$ cat src/rtl/dma_arb_pkg.sv
package dma_arb_pkg;
   // tenure limit codes
   typedef enum logic [1:0] {
      LIM_NONE = 2'd0,
      LIM_W16  = 2'd1,
      LIM_W32  = 2'd2,
      LIM_W64  = 2'd3
   } tenure_lim_e;

   // number of selectable burst sizes (4, 8, 16 beats)
   localparam int CAP_N     = 3;
   localparam int CAP_BASE  = 4;
   localparam int BOUND_W   = 3;
   localparam int EIGHTHS   = 8;
endpackage

$ cat src/rtl/rx_prio_tracker.sv
module rx_prio_tracker
   import dma_arb_pkg::*;
#(
   parameter int FIFO_DEPTH = 64,
   parameter int LVL_W      = $clog2(FIFO_DEPTH + 1)
) (
   input  logic               clk,
   input  logic               rst_n,
   input  logic               thr_en,
   input  logic [BOUND_W-1:0] hi_code,
   input  logic [BOUND_W-1:0] lo_code,
   input  logic [LVL_W-1:0]   level,
   output logic               prio_o
);
   localparam int STEP = FIFO_DEPTH / EIGHTHS;

   logic [LVL_W-1:0] hi_lvl;
   logic [LVL_W-1:0] lo_lvl;
   logic             prio_q;

   assign hi_lvl = LVL_W'(32'(hi_code) * STEP);
   assign lo_lvl = LVL_W'(32'(lo_code) * STEP);

   always_ff @(posedge clk) begin
      if (!rst_n) begin
         prio_q <= 1'b0;
      end else if (!thr_en) begin
         prio_q <= 1'b0;
      end else if (level >= hi_lvl) begin
         prio_q <= 1'b1;
      end else if (level <= lo_lvl) begin
         prio_q <= 1'b0;
      end
   end

   assign prio_o = prio_q;


   prio_set_chk: assert property (@(posedge clk) disable iff (!rst_n)
      (thr_en && level >= hi_lvl) |=> prio_q);


   prio_hold_chk: assert property (@(posedge clk) disable iff (!rst_n)
      (thr_en && level < hi_lvl && level > lo_lvl) |=> (prio_q == $past(prio_q)));


   prio_off_chk: assert property (@(posedge clk) disable iff (!rst_n)
      !thr_en |=> !prio_q);
endmodule

$ cat src/rtl/burst_sizer.sv
module burst_sizer
   import dma_arb_pkg::*;
#(
   parameter int LEN_W = 11
) (
   input  logic [LEN_W-1:0] req_len,
   input  logic [1:0]       lim_code,
   input  logic [CAP_N-1:0] caps,
   output logic [LEN_W-1:0] size_o
);
   localparam logic [LEN_W-1:0] UNCAPPED = '1;

   logic [LEN_W-1:0] limit;
   logic [LEN_W-1:0] capped;
   logic [LEN_W-1:0] sized;
   logic             found;

   always_comb begin
      unique case (tenure_lim_e'(lim_code))
         LIM_W16: limit = LEN_W'(16);
         LIM_W32: limit = LEN_W'(32);
         LIM_W64: limit = LEN_W'(64);
         default: limit = UNCAPPED;
      endcase
   end

   assign capped = (req_len < limit) ? req_len : limit;

   always_comb begin
      sized = LEN_W'(1);
      found = 1'b0;
      for (int k = CAP_N - 1; k >= 0; k--) begin
         if (!found && caps[k] && (capped >= LEN_W'(CAP_BASE << k))) begin
            sized = capped & ~LEN_W'((CAP_BASE << k) - 1);
            found = 1'b1;
         end
      end
   end

   assign size_o = sized;

   always_comb begin

      size_nonzero_chk: assert (size_o != '0);

      size_fits_chk: assert (size_o <= capped || capped == '0);
   end
endmodule

$ cat src/rtl/grant_engine.sv
module grant_engine #(
   parameter int LEN_W = 11
) (
   input  logic             clk,
   input  logic             rst_n,
   input  logic             rx_req,
   input  logic             tx_req,
   input  logic             rx_prio,
   input  logic             beat_ok,
   input  logic [LEN_W-1:0] rx_size,
   input  logic [LEN_W-1:0] tx_size,
   output logic             rx_gnt,
   output logic             tx_gnt,
   output logic [LEN_W-1:0] max_burst
);
   logic             rx_gnt_q;
   logic             tx_gnt_q;
   logic             last_rx_q;
   logic [LEN_W-1:0] remain_q;
   logic [LEN_W-1:0] burst_q;
   logic             busy;
   logic             last_beat;
   logic             decide;
   logic             want_rx;
   logic             want_tx;

   assign busy      = rx_gnt_q | tx_gnt_q;
   assign last_beat = busy && beat_ok && (remain_q == LEN_W'(1));
   assign decide    = !busy || last_beat;
   assign want_rx   = rx_req && (rx_prio || !tx_req || !last_rx_q);
   assign want_tx   = tx_req && !want_rx;

   always_ff @(posedge clk) begin
      if (!rst_n) begin
         rx_gnt_q  <= 1'b0;
         tx_gnt_q  <= 1'b0;
         last_rx_q <= 1'b0;
         remain_q  <= '0;
         burst_q   <= '0;
      end else if (decide) begin
         rx_gnt_q <= want_rx;
         tx_gnt_q <= want_tx;
         if (want_rx) begin
            remain_q  <= rx_size;
            burst_q   <= rx_size;
            last_rx_q <= 1'b1;
         end else if (want_tx) begin
            remain_q  <= tx_size;
            burst_q   <= tx_size;
            last_rx_q <= 1'b0;
         end else begin
            remain_q <= '0;
            burst_q  <= '0;
         end
      end else if (beat_ok) begin
         remain_q <= remain_q - LEN_W'(1);
      end
   end

   assign rx_gnt    = rx_gnt_q;
   assign tx_gnt    = tx_gnt_q;
   assign max_burst = burst_q;


   gnt_excl_chk: assert property (@(posedge clk) disable iff (!rst_n)
      $onehot0({rx_gnt_q, tx_gnt_q}));


   gnt_req_chk: assert property (@(posedge clk) disable iff (!rst_n)
      $rose(rx_gnt_q) |-> $past(rx_req));


   rr_turn_chk: assert property (@(posedge clk) disable iff (!rst_n)
      (decide && rx_req && tx_req && !rx_prio && last_rx_q) |=> tx_gnt_q);


   hold_chk: assert property (@(posedge clk) disable iff (!rst_n)
      (busy && !last_beat) |=> $stable({rx_gnt_q, tx_gnt_q, burst_q}));


   idle_zero_chk: assert property (@(posedge clk) disable iff (!rst_n)
      !busy |-> (burst_q == '0));
endmodule

$ cat src/rtl/dma_bus_arbiter.sv
module dma_bus_arbiter
   import dma_arb_pkg::*;
#(
   parameter int FIFO_DEPTH = 64,
   parameter int LEN_W      = 11,
   parameter int LVL_W      = $clog2(FIFO_DEPTH + 1)
) (
   input  logic             clk,
   input  logic             rst_n,
   input  logic             rx_req,
   input  logic             tx_req,
   input  logic [LVL_W-1:0] rx_level,
   input  logic [LEN_W-1:0] rx_len,
   input  logic [LEN_W-1:0] tx_len,
   input  logic             beat_ok,
   input  logic             thr_en,
   input  logic [2:0]       thr_hi,
   input  logic [2:0]       thr_lo,
   input  logic [1:0]       burst_lim,
   input  logic [2:0]       burst_caps,
   output logic             rx_gnt,
   output logic             tx_gnt,
   output logic [LEN_W-1:0] max_burst
);
   localparam int N_CH = 2;

   if (FIFO_DEPTH < EIGHTHS || (FIFO_DEPTH % EIGHTHS) != 0) begin : g_bad_depth
      $error("FIFO_DEPTH must be a non-zero multiple of 8");
   end
   if (LEN_W < 7) begin : g_bad_len
      $error("LEN_W must hold a 64-word tenure");
   end
   if (LVL_W < $clog2(FIFO_DEPTH + 1)) begin : g_bad_lvl
      $error("LVL_W too narrow for FIFO_DEPTH");
   end

   logic             rx_prio;
   logic [LEN_W-1:0] len_in [N_CH];
   logic [LEN_W-1:0] size_out [N_CH];

   assign len_in[0] = rx_len;
   assign len_in[1] = tx_len;

   rx_prio_tracker #(
      .FIFO_DEPTH (FIFO_DEPTH),
      .LVL_W      (LVL_W)
   ) u_prio (
      .clk     (clk),
      .rst_n   (rst_n),
      .thr_en  (thr_en),
      .hi_code (thr_hi),
      .lo_code (thr_lo),
      .level   (rx_level),
      .prio_o  (rx_prio)
   );

   for (genvar c = 0; c < N_CH; c++) begin : g_sizer
      burst_sizer #(
         .LEN_W (LEN_W)
      ) u_sizer (
         .req_len  (len_in[c]),
         .lim_code (burst_lim),
         .caps     (burst_caps),
         .size_o   (size_out[c])
      );
   end

   grant_engine #(
      .LEN_W (LEN_W)
   ) u_grant (
      .clk       (clk),
      .rst_n     (rst_n),
      .rx_req    (rx_req),
      .tx_req    (tx_req),
      .rx_prio   (rx_prio),
      .beat_ok   (beat_ok),
      .rx_size   (size_out[0]),
      .tx_size   (size_out[1]),
      .rx_gnt    (rx_gnt),
      .tx_gnt    (tx_gnt),
      .max_burst (max_burst)
   );
endmodule

$ cat config.mk
export PLATFORM = sky130hd
export DESIGN_NAME = dma_bus_arbiter
export DESIGN_NICKNAME = d
export VERILOG_FILES = /design/src/rtl/dma_arb_pkg.sv /design/src/rtl/rx_prio_tracker.sv /design/src/rtl/burst_sizer.sv /design/src/rtl/grant_engine.sv /design/src/rtl/dma_bus_arbiter.sv
export SDC_FILE = /design/constraint.sdc
export NUM_CORES = 1
export LEC_CHECK = 0
export BUFFER_PORTS_ARGS = -buffer_cell sky130_fd_sc_hd__buf_2
export CAP_MARGIN = 20
export CORE_UTILIZATION = 58
export CTS_CLUSTER_SIZE = 40
export DETAILED_ROUTE_END_ITERATION = 16
export GPL_ROUTABILITY_DRIVEN = 0
export PLACE_DENSITY_LB_ADDON = 0.12
export SLEW_MARGIN = 5
export SYNTH_ARGS = -nofsm -noshare
export SYNTH_HDL_FRONTEND = slang
export SYNTH_SLANG_ARGS = --single-unit
export TNS_END_PERCENT = 20
$ cat constraint.sdc
create_clock -name clk -period 8.7 [get_ports clk]
set_input_delay 1.74 -clock clk [delete_from_list [all_inputs] [get_ports clk]]
set_output_delay 1.74 -clock clk [all_outputs]
set_load 0.005 [all_outputs]
==> results.py, run 1 <==
metrics = {
    "status": {
        "status": "finished, final reports clean",
    },
    "critical_path": {
        "worstSetupPathType": "in2reg",
        "path_cells": "buf_2 > inv_1 > ha_1 > inv_2 > ha_1 > a21o_1 > o211ai_1 > o211ai_1 > a31oi_4 > mux2_4 > nor4_2 > a22oi_1 > o21ai_1",
        "critPathLaunch": "burst_lim[1]",
        "reg2reg_to": "u_grant.remain_q[3]",
        "cp_max_fo": 17,
        "cp-end-kind": "register",
        "cp_slowest_cell": "ha_1",
        "crit_path_start_kind": "input pin",
        "rr_startpoint": "u_grant.remain_q[4]",
        "max_stage_delay_ps": 520,
        "required_ps": 8890,
        "rrSetupSlack_ps": 6020,
        "rr_worst_depth": 8,
        "worstPathArrival_ps": 5130,
        "crit_path_end": "u_grant.remain_q[4]",
    },
    "power_and_ir_drop": {
        "p_leak_nw": 1.26,
        "power.share.clock": 0.182,
        "p_comb_frac": 0.431,
        "p_sw_mw": 0.136,
        "finalPower_mw": 0.366,
        "power_density_nw_per_um2": 135,
        "switching_share": 0.372,
        "p_int_mw": 0.230,
        "p_seq_frac": 0.387,
        "ir_drop_mv": 0.0715,
    },
    "sta": {
        "fin_crit_sh": 0.567,
        "worstMarginPinSlew_ps": 957,
        "fmax_mhz": 203,
        "slew_headroom": 0.358,
        "skew_ps": 4.35,
        "setup_tns_ps": 0,
        "hold_violations": 0,
        "finalCriticalPeriod_ps": 4930,
        "slew_violations": 0,
        "grt_setup_unrepaired": "false",
        "finalSetupViolCount": 0,
    },
    "die": {
        "die_h_um": 65.9,
        "ios": 59,
        "die_area_um2": 4340,
        "core-area_um2": 3800,
        "die_width_um": 65.9,
        "start_util": 0.624,
        "rows": 22,
    },
    "global_route": {
        "grt_pass1_vias": 2091,
        "grt_overflow": 0,
        "grt_first_pass_wirelength_um": 9550,
        "antenna_found_initial": 0,
        "grt_util_all_layers": 0.281,
        "grt_start_max_net_pins": 18,
    },
    "cts": {
        "htreeDepth": 1,
        "clk_pin_slew_worst_paths_ps": 80,
        "cts_root_buf": "clkbuf_8",
        "worstSkewPairLatency_ps": 260,
        "clock_sinks": 25,
        "cts_buffer_depth": 2,
        "cts-resized-gates": 0,
        "postCtsHoldBufs": 0,
        "cts-buffers-inserted": 3,
        "cts_tree": "done",
        "cts_setup_buffers": 0,
    },
    "placement": {
        "dp_hpwl_um": 4720,
        "port-buffer-count": 57,
        "placed_area_um2": 2670,
    },
    "finish": {
        "fillers": 320,
        "diodes": 0,
        "layout_commonest_cell": "buf_2",
        "final_cell_mix": "buf_2, nand2_1, ha_1, dfxtp_1, nor2_1",
        "final_area_um2": 2710,
        "syn_to_final_growth_pct": 14.5,
        "fin_util": 0.714,
        "drive_gt1_frac": 0.236,
        "layout.nets": 424,
    },
    "synth": {
        "syn_area_um2": 2370,
        "ys_seq_area_frac": 0.211,
        "ys_seq_elements": 25,
        "synth-edff-count": 0,
        "yosys_warnings": 0,
        "synth_cells": 299,
        "yosys_most_used_dff": "dfxtp_1",
        "async_flop_share": 0,
        "synth.net_count": 370,
        "synthDistinctLibCells": 59,
        "post_synth.cell_area_avg_um2": 7.92,
    },
    "route": {
        "num_vias": 2425,
        "drtAntennaViolNets": 0,
        "drt_iter0_drc": 137,
        "drtPass1Iterations": 4,
        "via_per_inst": 6.06,
        "remaining_drc_errors": 0,
        "drt_wl_total_um": 5820,
        "wire_per_inst_um": 14.6,
    },
    "worst_hold_path": {
        "whs_path_depth": 2,
        "hp-class": "reg2reg",
    },
    "job": {
        "maxCapViolCount": 0,
    },
}
## Yosys cell counts (6+ instances only)
cell	n	share of area
mux2_2	6	0.029
nor2_1	22	0.035
a31oi_1	10	0.026
a21oi_1	8	0.017
mux2i_1	6	0.025
dfxtp_1	25	0.21
ha_1	25	0.13
nand2_1	41	0.065
nand3_1	6	0.013
nand2b_1	8	0.021
nor3_1	6	0.013
o21ai_0	17	0.036
nand4_1	6	0.016
inv_1	15	0.024
o21ai_1	6	0.013
## power by group through the flow
| stage | clock (mW) | combinational, mW | sequential (mW) |
|---|---|---|---|
| 6_report | 0.0667 | 0.158 | 0.142 |
| 4_1_cts | 0.0675 | 0.157 | 0.141 |
| 5_1_grt | 0.0733 | 0.176 | 0.143 |
| 2_1_floorplan | 0 | 0.114 | 0.143 |
| 3_5_place_dp | 0 | 0.156 | 0.144 |
| 3_3_place_gp | 0 | 0.153 | 0.144 |
## stage by stage
step                hold slack [ps]  setup slack [ps]  std cells
global route                    467              3570        400
global placement                428              3670        396
detailed placement              431              3590        396
CTS                             444              3840        400
finish                          440              3770        400
floorplan                       439              4530        299
## cell families after synthesis
| family | count (synthesis) | synth area share |
|---|---|---|
| multiplexers | 13 | 0.0602 |
| adder cells (fa/ha/maj) | 25 | 0.132 |
| XOR/XNOR | 9 | 0.0333 |
| AO/OA/AOI/OAI | 87 | 0.275 |
| other | 1 | 0.00158 |
| buffers and inverters | 24 | 0.0454 |
| flip-flops | 25 | 0.211 |
| AND/OR/NAND/NOR | 115 | 0.241 |
## state kept, by name, indices dropped and copies added, names as in the netlist
register,cells
u_grant.max_burst,10
u_grant.rx_gnt,1
u_grant.remain_q,11
u_grant.tx_gnt,1
u_grant.last_rx_q,1
u_prio.prio_o,1
## layout make-up
class | instances | area, um^2 | area share
inverters | 16 | 60.1 | 0.0222
clock buffers | 4 | 45.0 | 0.0166
well taps | 48 | 60.1 | 0.0222
repair buffers | 57 | 285 | 0.105
flip-flops and latches | 25 | 500 | 0.185
multi-input cells | 250 | 1760 | 0.649
## how the worst min path moves through the flow
stage                                    start              endpoint  slack (ps)
final                     u_grant.max_burst[5]  u_grant.max_burst[5]         440
after global routing      u_grant.max_burst[5]  u_grant.max_burst[5]         470
after CTS                 u_grant.max_burst[5]  u_grant.max_burst[5]         440
after floorplan           u_grant.max_burst[4]  u_grant.max_burst[4]         440
after global placement    u_grant.max_burst[6]  u_grant.max_burst[6]         430
after detailed placement  u_grant.max_burst[5]  u_grant.max_burst[5]         430
## per-layer routing
layer | vias to the layer above | GRT usage | part of all wire
li1 | 1222 | - | -
met2 | 96 | 0.459 | 0.47
met3 | 8 | 0.0328 | 0.057
met1 | 1099 | 0.384 | 0.46
met5 | - | 0 | 0
met4 | 0 | 0.0815 | 0.018
## critical path: cells and delay by family
family / cells / cell delay [ps]
AOI/OAI and AO/OA: 6 / 1270
adders and majority gates: 2 / 880
buffers and inverters: 3 / 490
muxes: 1 / 360
and+or+nand+nor: 1 / 390
No activity file was read; power rests on OpenSTA's default activity.
==> run 2, diff against run 1 <==
- CORE_UTILIZATION: 58 -> 49
- clock period: 8.7 -> 4.4 ns (I/O delays scaled with it)
==> results.py, run 2 (synthesized netlist as in run 1, its figures left out) <==
metrics = {
    "status": {
        "status": "finished, final reports clean",
    },
    "route": {
        "wire_per_inst_um": 15.0,
        "met1Wirelength_um": 2950,
        "num_vias": 2443,
        "drt_wl_total_um": 6070,
        "drtAntennaViolNets": 0,
        "route.met3.wl_um": 353,
        "remaining_drc_errors": 0,
        "via_per_inst": 6.03,
        "top_layer": "met4",
        "wl_met2_um": 2630,
        "drtPass1Iterations": 4,
        "drt_iter0_drc": 144,
    },
    "worst_hold_path": {
        "hold_start": "u_grant.max_burst[6]",
        "whs_path_depth": 2,
        "hp-class": "reg2reg",
        "hold_end": "u_grant.max_burst[6]",
    },
    "sta": {
        "slew_headroom": 0.308,
        "fin_crit_sh": 0.809,
        "finalSetupViolCount": 0,
        "fin_hold_ws_ps": 442,
        "slew_violations": 0,
        "fmax_mhz": 281,
        "hold_violations": 0,
        "grt_setup_unrepaired": "false",
        "worstMarginPinSlew_ps": 1030,
        "skew_ps": 7.91,
        "setup_tns_ps": 0,
        "finalCriticalPeriod_ps": 3560,
    },
    "global_route": {
        "grt_pass1_vias": 2242,
        "antenna_found_initial": 0,
        "grt_start_max_net_pins": 17,
        "grt_util_all_layers": 0.250,
        "grt_overflow": 0,
        "grt_first_pass_wirelength_um": 10300,
    },
    "cts": {
        "cts-resized-gates": 0,
        "cts_tree": "done",
        "cts_buffer_depth": 2,
        "postCtsHoldBufs": 0,
        "cts_setup_buffers": 0,
        "cts_root_buf": "clkbuf_8",
        "clock_sinks": 25,
        "worstSkewPairLatency_ps": 280,
        "clk_pin_slew_worst_paths_ps": 80,
        "cts-buffers-inserted": 3,
        "htreeDepth": 1,
    },
    "critical_path": {
        "crit_top_cell": "o211ai_1",
        "worstPathArrival_ps": 3760,
        "rr_worst_depth": 8,
        "max_stage_delay_ps": 440,
        "cp-end-kind": "register",
        "rrSetupSlack_ps": 1730,
        "cp_slowest_cell": "a31oi_4",
        "required_ps": 4600,
        "worstSetupPathType": "in2reg",
        "rr_startpoint": "u_grant.remain_q[4]",
        "crit_path_start_kind": "input pin",
        "path_cells": "buf_2 > inv_1 > ha_1 > inv_2 > ha_1 > a21o_1 > o211ai_1 > o211ai_1 > a31oi_4 > mux2_4 > nor4_2 > o21ai_1 > o211ai_1",
        "critPathLaunch": "burst_lim[1]",
        "reg2reg_to": "u_grant.remain_q[8]",
        "cp_max_fo": 15,
    },
    "die": {
        "ios": 59,
        "rows": 24,
        "start_util": 0.526,
        "die_width_um": 71.5,
        "core-area_um2": 4500,
        "die_area_um2": 5120,
        "die_h_um": 71.5,
    },
    "finish": {
        "layout.nets": 425,
        "fillers": 434,
        "final_cell_mix": "buf_2, nand2_1, ha_1, dfxtp_1, nor2_1",
        "largest_register_ffs": 11,
        "drive_gt1_frac": 0.238,
        "diodes": 0,
        "top_register": "u_grant.remain_q",
        "layout_commonest_cell": "buf_2",
        "syn_to_final_growth_pct": 15.0,
    },
    "job": {
        "maxCapViolCount": 0,
    },
    "placement": {
        "dp_hpwl_um": 4890,
        "port-buffer-count": 57,
    },
    "power_and_ir_drop": {
        "p_leak_nw": 1.26,
        "ir_drop_mv": 0.115,
        "power_density_nw_per_um2": 268,
    },
}
-- run 2: cell type report --
type / instances / area, um^2 / share of cell area
clock buffers: 4 / 45.0 / 0.0165
repair buffers: 58 / 293 / 0.107
inverters: 16 / 60.1 / 0.0220
well taps: 52 / 65.1 / 0.0239
multi-input cells: 250 / 1760 / 0.646
flip-flops and latches: 25 / 500 / 0.184
-- run 2: how the worst max path moves through the flow --
stage          slack (ps)  cells after the start                    end
2_1_floorplan        1090                     13   u_grant.remain_q[10]
3_3_place_gp          680                     13  u_grant.max_burst[10]
3_5_place_dp          600                     13    u_grant.remain_q[9]
4_1_cts               870                     13    u_grant.remain_q[9]
5_1_grt               660                     13   u_grant.max_burst[4]
6_report              840                     13    u_grant.remain_q[9]
-- run 2: per-layer routing --
layer	GRT usage	up-vias
li1	-	1221
met1	0.366	1116
met2	0.382	94
met3	0.0225	12
met4	0.0915	0
met5	0	-
-- run 2: critical path: cells and delay by family --
family | cells | cell delay [ps]
buffers and inverters | 3 | 400
AO/OA/AOI/OAI | 6 | 1210
adder cells (fa/ha/maj) | 2 | 500
AND/OR/NAND/NOR | 1 | 390
multiplexers | 1 | 370
-- run 2: stage by stage --
stage          setup WS [ps]  utilization  instances  area (um^2)  power, mW
6_report                 842        0.605        405         2720      0.731
3_3_place_gp             677        0.595        401         2680      0.593
5_1_grt                  661        0.605        405         2720      0.781
2_1_floorplan           1090            -        299         2370      0.508
3_5_place_dp             597        0.595        401         2680      0.594
4_1_cts                  868        0.605        405         2720      0.731
-- run 2: power by group --
| group | internal [mW] | total, mW | switching, mW |
|---|---|---|---|
| logic | 0.135 | 0.313 | 0.178 |
| registers | 0.255 | 0.280 | 0.0254 |
| clock network | 0.0649 | 0.138 | 0.0727 |
| total | 0.455 | 0.731 | 0.276 |
==> run 3, diff against run 2 <==
- CORE_UTILIZATION: 49 -> 54
- clock period: 4.4 -> 3.7 ns (I/O delays scaled with it)
==> results.py, run 3 (synthesized netlist as in run 1, its figures left out) <==
metrics = {
    "die": {
        "ios": 59,
        "rows": 23,
        "die_area_um2": 4660,
        "die_h_um": 68.2,
        "core-area_um2": 4120,
        "die_width_um": 68.2,
        "start_util": 0.576,
    },
    "route": {
        "remaining_drc_errors": 0,
        "drtAntennaViolNets": 0,
        "via_per_inst": 6.09,
        "top_layer": "met4",
        "route.met3.wl_um": 381,
        "drt_iter0_drc": 196,
        "wire_per_inst_um": 15.1,
        "drtPass1Iterations": 5,
        "drt_wl_total_um": 6150,
        "wl_met2_um": 2810,
        "num_vias": 2483,
        "met1Wirelength_um": 2910,
    },
    "sta": {
        "slew_headroom": 0.637,
        "skew_ps": 2.95,
        "setup_tns_ps": 0,
        "finalCriticalPeriod_ps": 3280,
        "worstMarginPinSlew_ps": 542,
        "slew_violations": 0,
        "fmax_mhz": 305,
        "fin_crit_sh": 0.886,
        "hold_violations": 0,
        "grt_setup_unrepaired": "false",
        "finalSetupViolCount": 0,
    },
    "cts": {
        "clock_sinks": 25,
        "htreeDepth": 1,
        "cts_setup_buffers": 0,
        "cts-resized-gates": 0,
        "postCtsHoldBufs": 0,
        "clk_pin_slew_worst_paths_ps": 80,
        "cts-buffers-inserted": 3,
        "cts_root_buf": "clkbuf_8",
        "worstSkewPairLatency_ps": 270,
        "cts_tree": "done",
        "cts_buffer_depth": 2,
    },
    "critical_path": {
        "reg2reg_to": "u_grant.remain_q[8]",
        "cp_max_fo": 9,
        "rr_worst_depth": 9,
        "cp_slowest_cell": "mux2_2",
        "cp-end-kind": "register",
        "worstSetupPathType": "in2reg",
        "critPathLaunch": "burst_lim[1]",
        "rrSetupSlack_ps": 1330,
        "worstPathArrival_ps": 3430,
        "required_ps": 3850,
        "rr_startpoint": "u_grant.remain_q[4]",
        "max_stage_delay_ps": 330,
        "path_cells": "buf_2 > inv_1 > ha_1 > inv_2 > buf_4 > ha_1 > a21o_1 > a21oi_1 > o31ai_2 > a31oi_4 > buf_4 > mux2_2 > a22oi_1 > o21ai_1",
        "crit_path_start_kind": "input pin",
    },
    "worst_hold_path": {
        "hp-class": "reg2reg",
        "hold_start": "u_grant.max_burst[5]",
        "hold_end": "u_grant.max_burst[5]",
        "whs_path_depth": 2,
    },
    "global_route": {
        "grt_pass1_vias": 2182,
        "grt_start_max_net_pins": 17,
        "antenna_found_initial": 0,
        "grt_first_pass_wirelength_um": 9960,
        "grt_overflow": 0,
        "grt_util_all_layers": 0.286,
    },
    "finish": {
        "diodes": 0,
        "layout.nets": 430,
        "syn_to_final_growth_pct": 16.5,
        "largest_register_ffs": 11,
        "drive_gt1_frac": 0.251,
        "fin_util": 0.671,
        "final_cell_mix": "buf_2, nand2_1, ha_1, dfxtp_1, nor2_1",
        "layout_commonest_cell": "buf_2",
        "top_register": "u_grant.remain_q",
        "instances_no_fill": 408,
    },
    "placement": {
        "dp_hpwl_um": 5060,
        "placed_cells": 404,
        "port-buffer-count": 57,
    },
    "power_and_ir_drop": {
        "p_int_mw": 0.547,
        "p_comb_frac": 0.432,
        "ir_drop_mv": 0.214,
        "switching_share": 0.375,
        "p_leak_nw": 1.29,
        "p_sw_mw": 0.327,
        "p_seq_frac": 0.384,
        "power_density_nw_per_um2": 317,
        "power.share.clock": 0.184,
    },
    "status": {
        "status": "finished, final reports clean",
    },
    "job": {
        "maxCapViolCount": 0,
    },
}
run 3: cell count changes in the layout (fill, tap and decap cells not counted):
cell / before / now
clkinv_2: 0 / 1
buf_4: 1 / 6
clkbuf_1: 1 / 0
run 3: cell type report:
class / count / area, um^2
tap: 50 / 62.6
clock buffer: 3 / 41.3
inverter: 16 / 60.1
fill: 372 / 1360
timing repair buffer: 63 / 330
clock inverter: 1 / 5.00
sequential: 25 / 500
multi-input combinational: 250 / 1760
run 3: worst max-delay path by stage:
stage                                 to  slack [ps]  depth (start not counted)
finish               u_grant.remain_q[4]         420                         14
global route         u_grant.remain_q[6]         220                         13
CTS                  u_grant.remain_q[4]         440                         14
detailed placement   u_grant.remain_q[3]         150                         15
global placement     u_grant.remain_q[3]         240                         15
floorplan           u_grant.remain_q[10]         530                         13
run 3: per-layer routing:
metal / global-route usage / up-vias
li1: - / 1231
met1: 0.403 / 1146
met2: 0.462 / 99
met3: 0.0450 / 7
met4: 0.0417 / 0
met5: 0 / -
run 3: worst max-delay path, delay by kind of cell:
family | cells | cell delay, ps
fa+ha+maj | 2 | 450
mux | 1 | 330
compound gates | 6 | 1170
buf+inv | 5 | 730
run 3: stage by stage:
stage | setup WS [ps] | hold slack [ps] | area (um^2) | power, mW
after floorplan | 531 | 439 | 2370 | 0.604
after global placement | 241 | 428 | 2710 | 0.706
after detailed placement | 151 | 431 | 2710 | 0.714
after CTS | 442 | 445 | 2760 | 0.876
after global routing | 222 | 471 | 2760 | 0.941
final | 421 | 440 | 2760 | 0.874
run 3: power by group through the flow:
stage          clock network, mW  registers [mW]  logic (mW)
5_1_grt                    0.178           0.341       0.423
2_1_floorplan                  0           0.335       0.269
3_5_place_dp                   0           0.341       0.373
6_report                   0.161           0.335       0.378
4_1_cts                    0.166           0.334       0.375
3_3_place_gp                   0           0.340       0.365
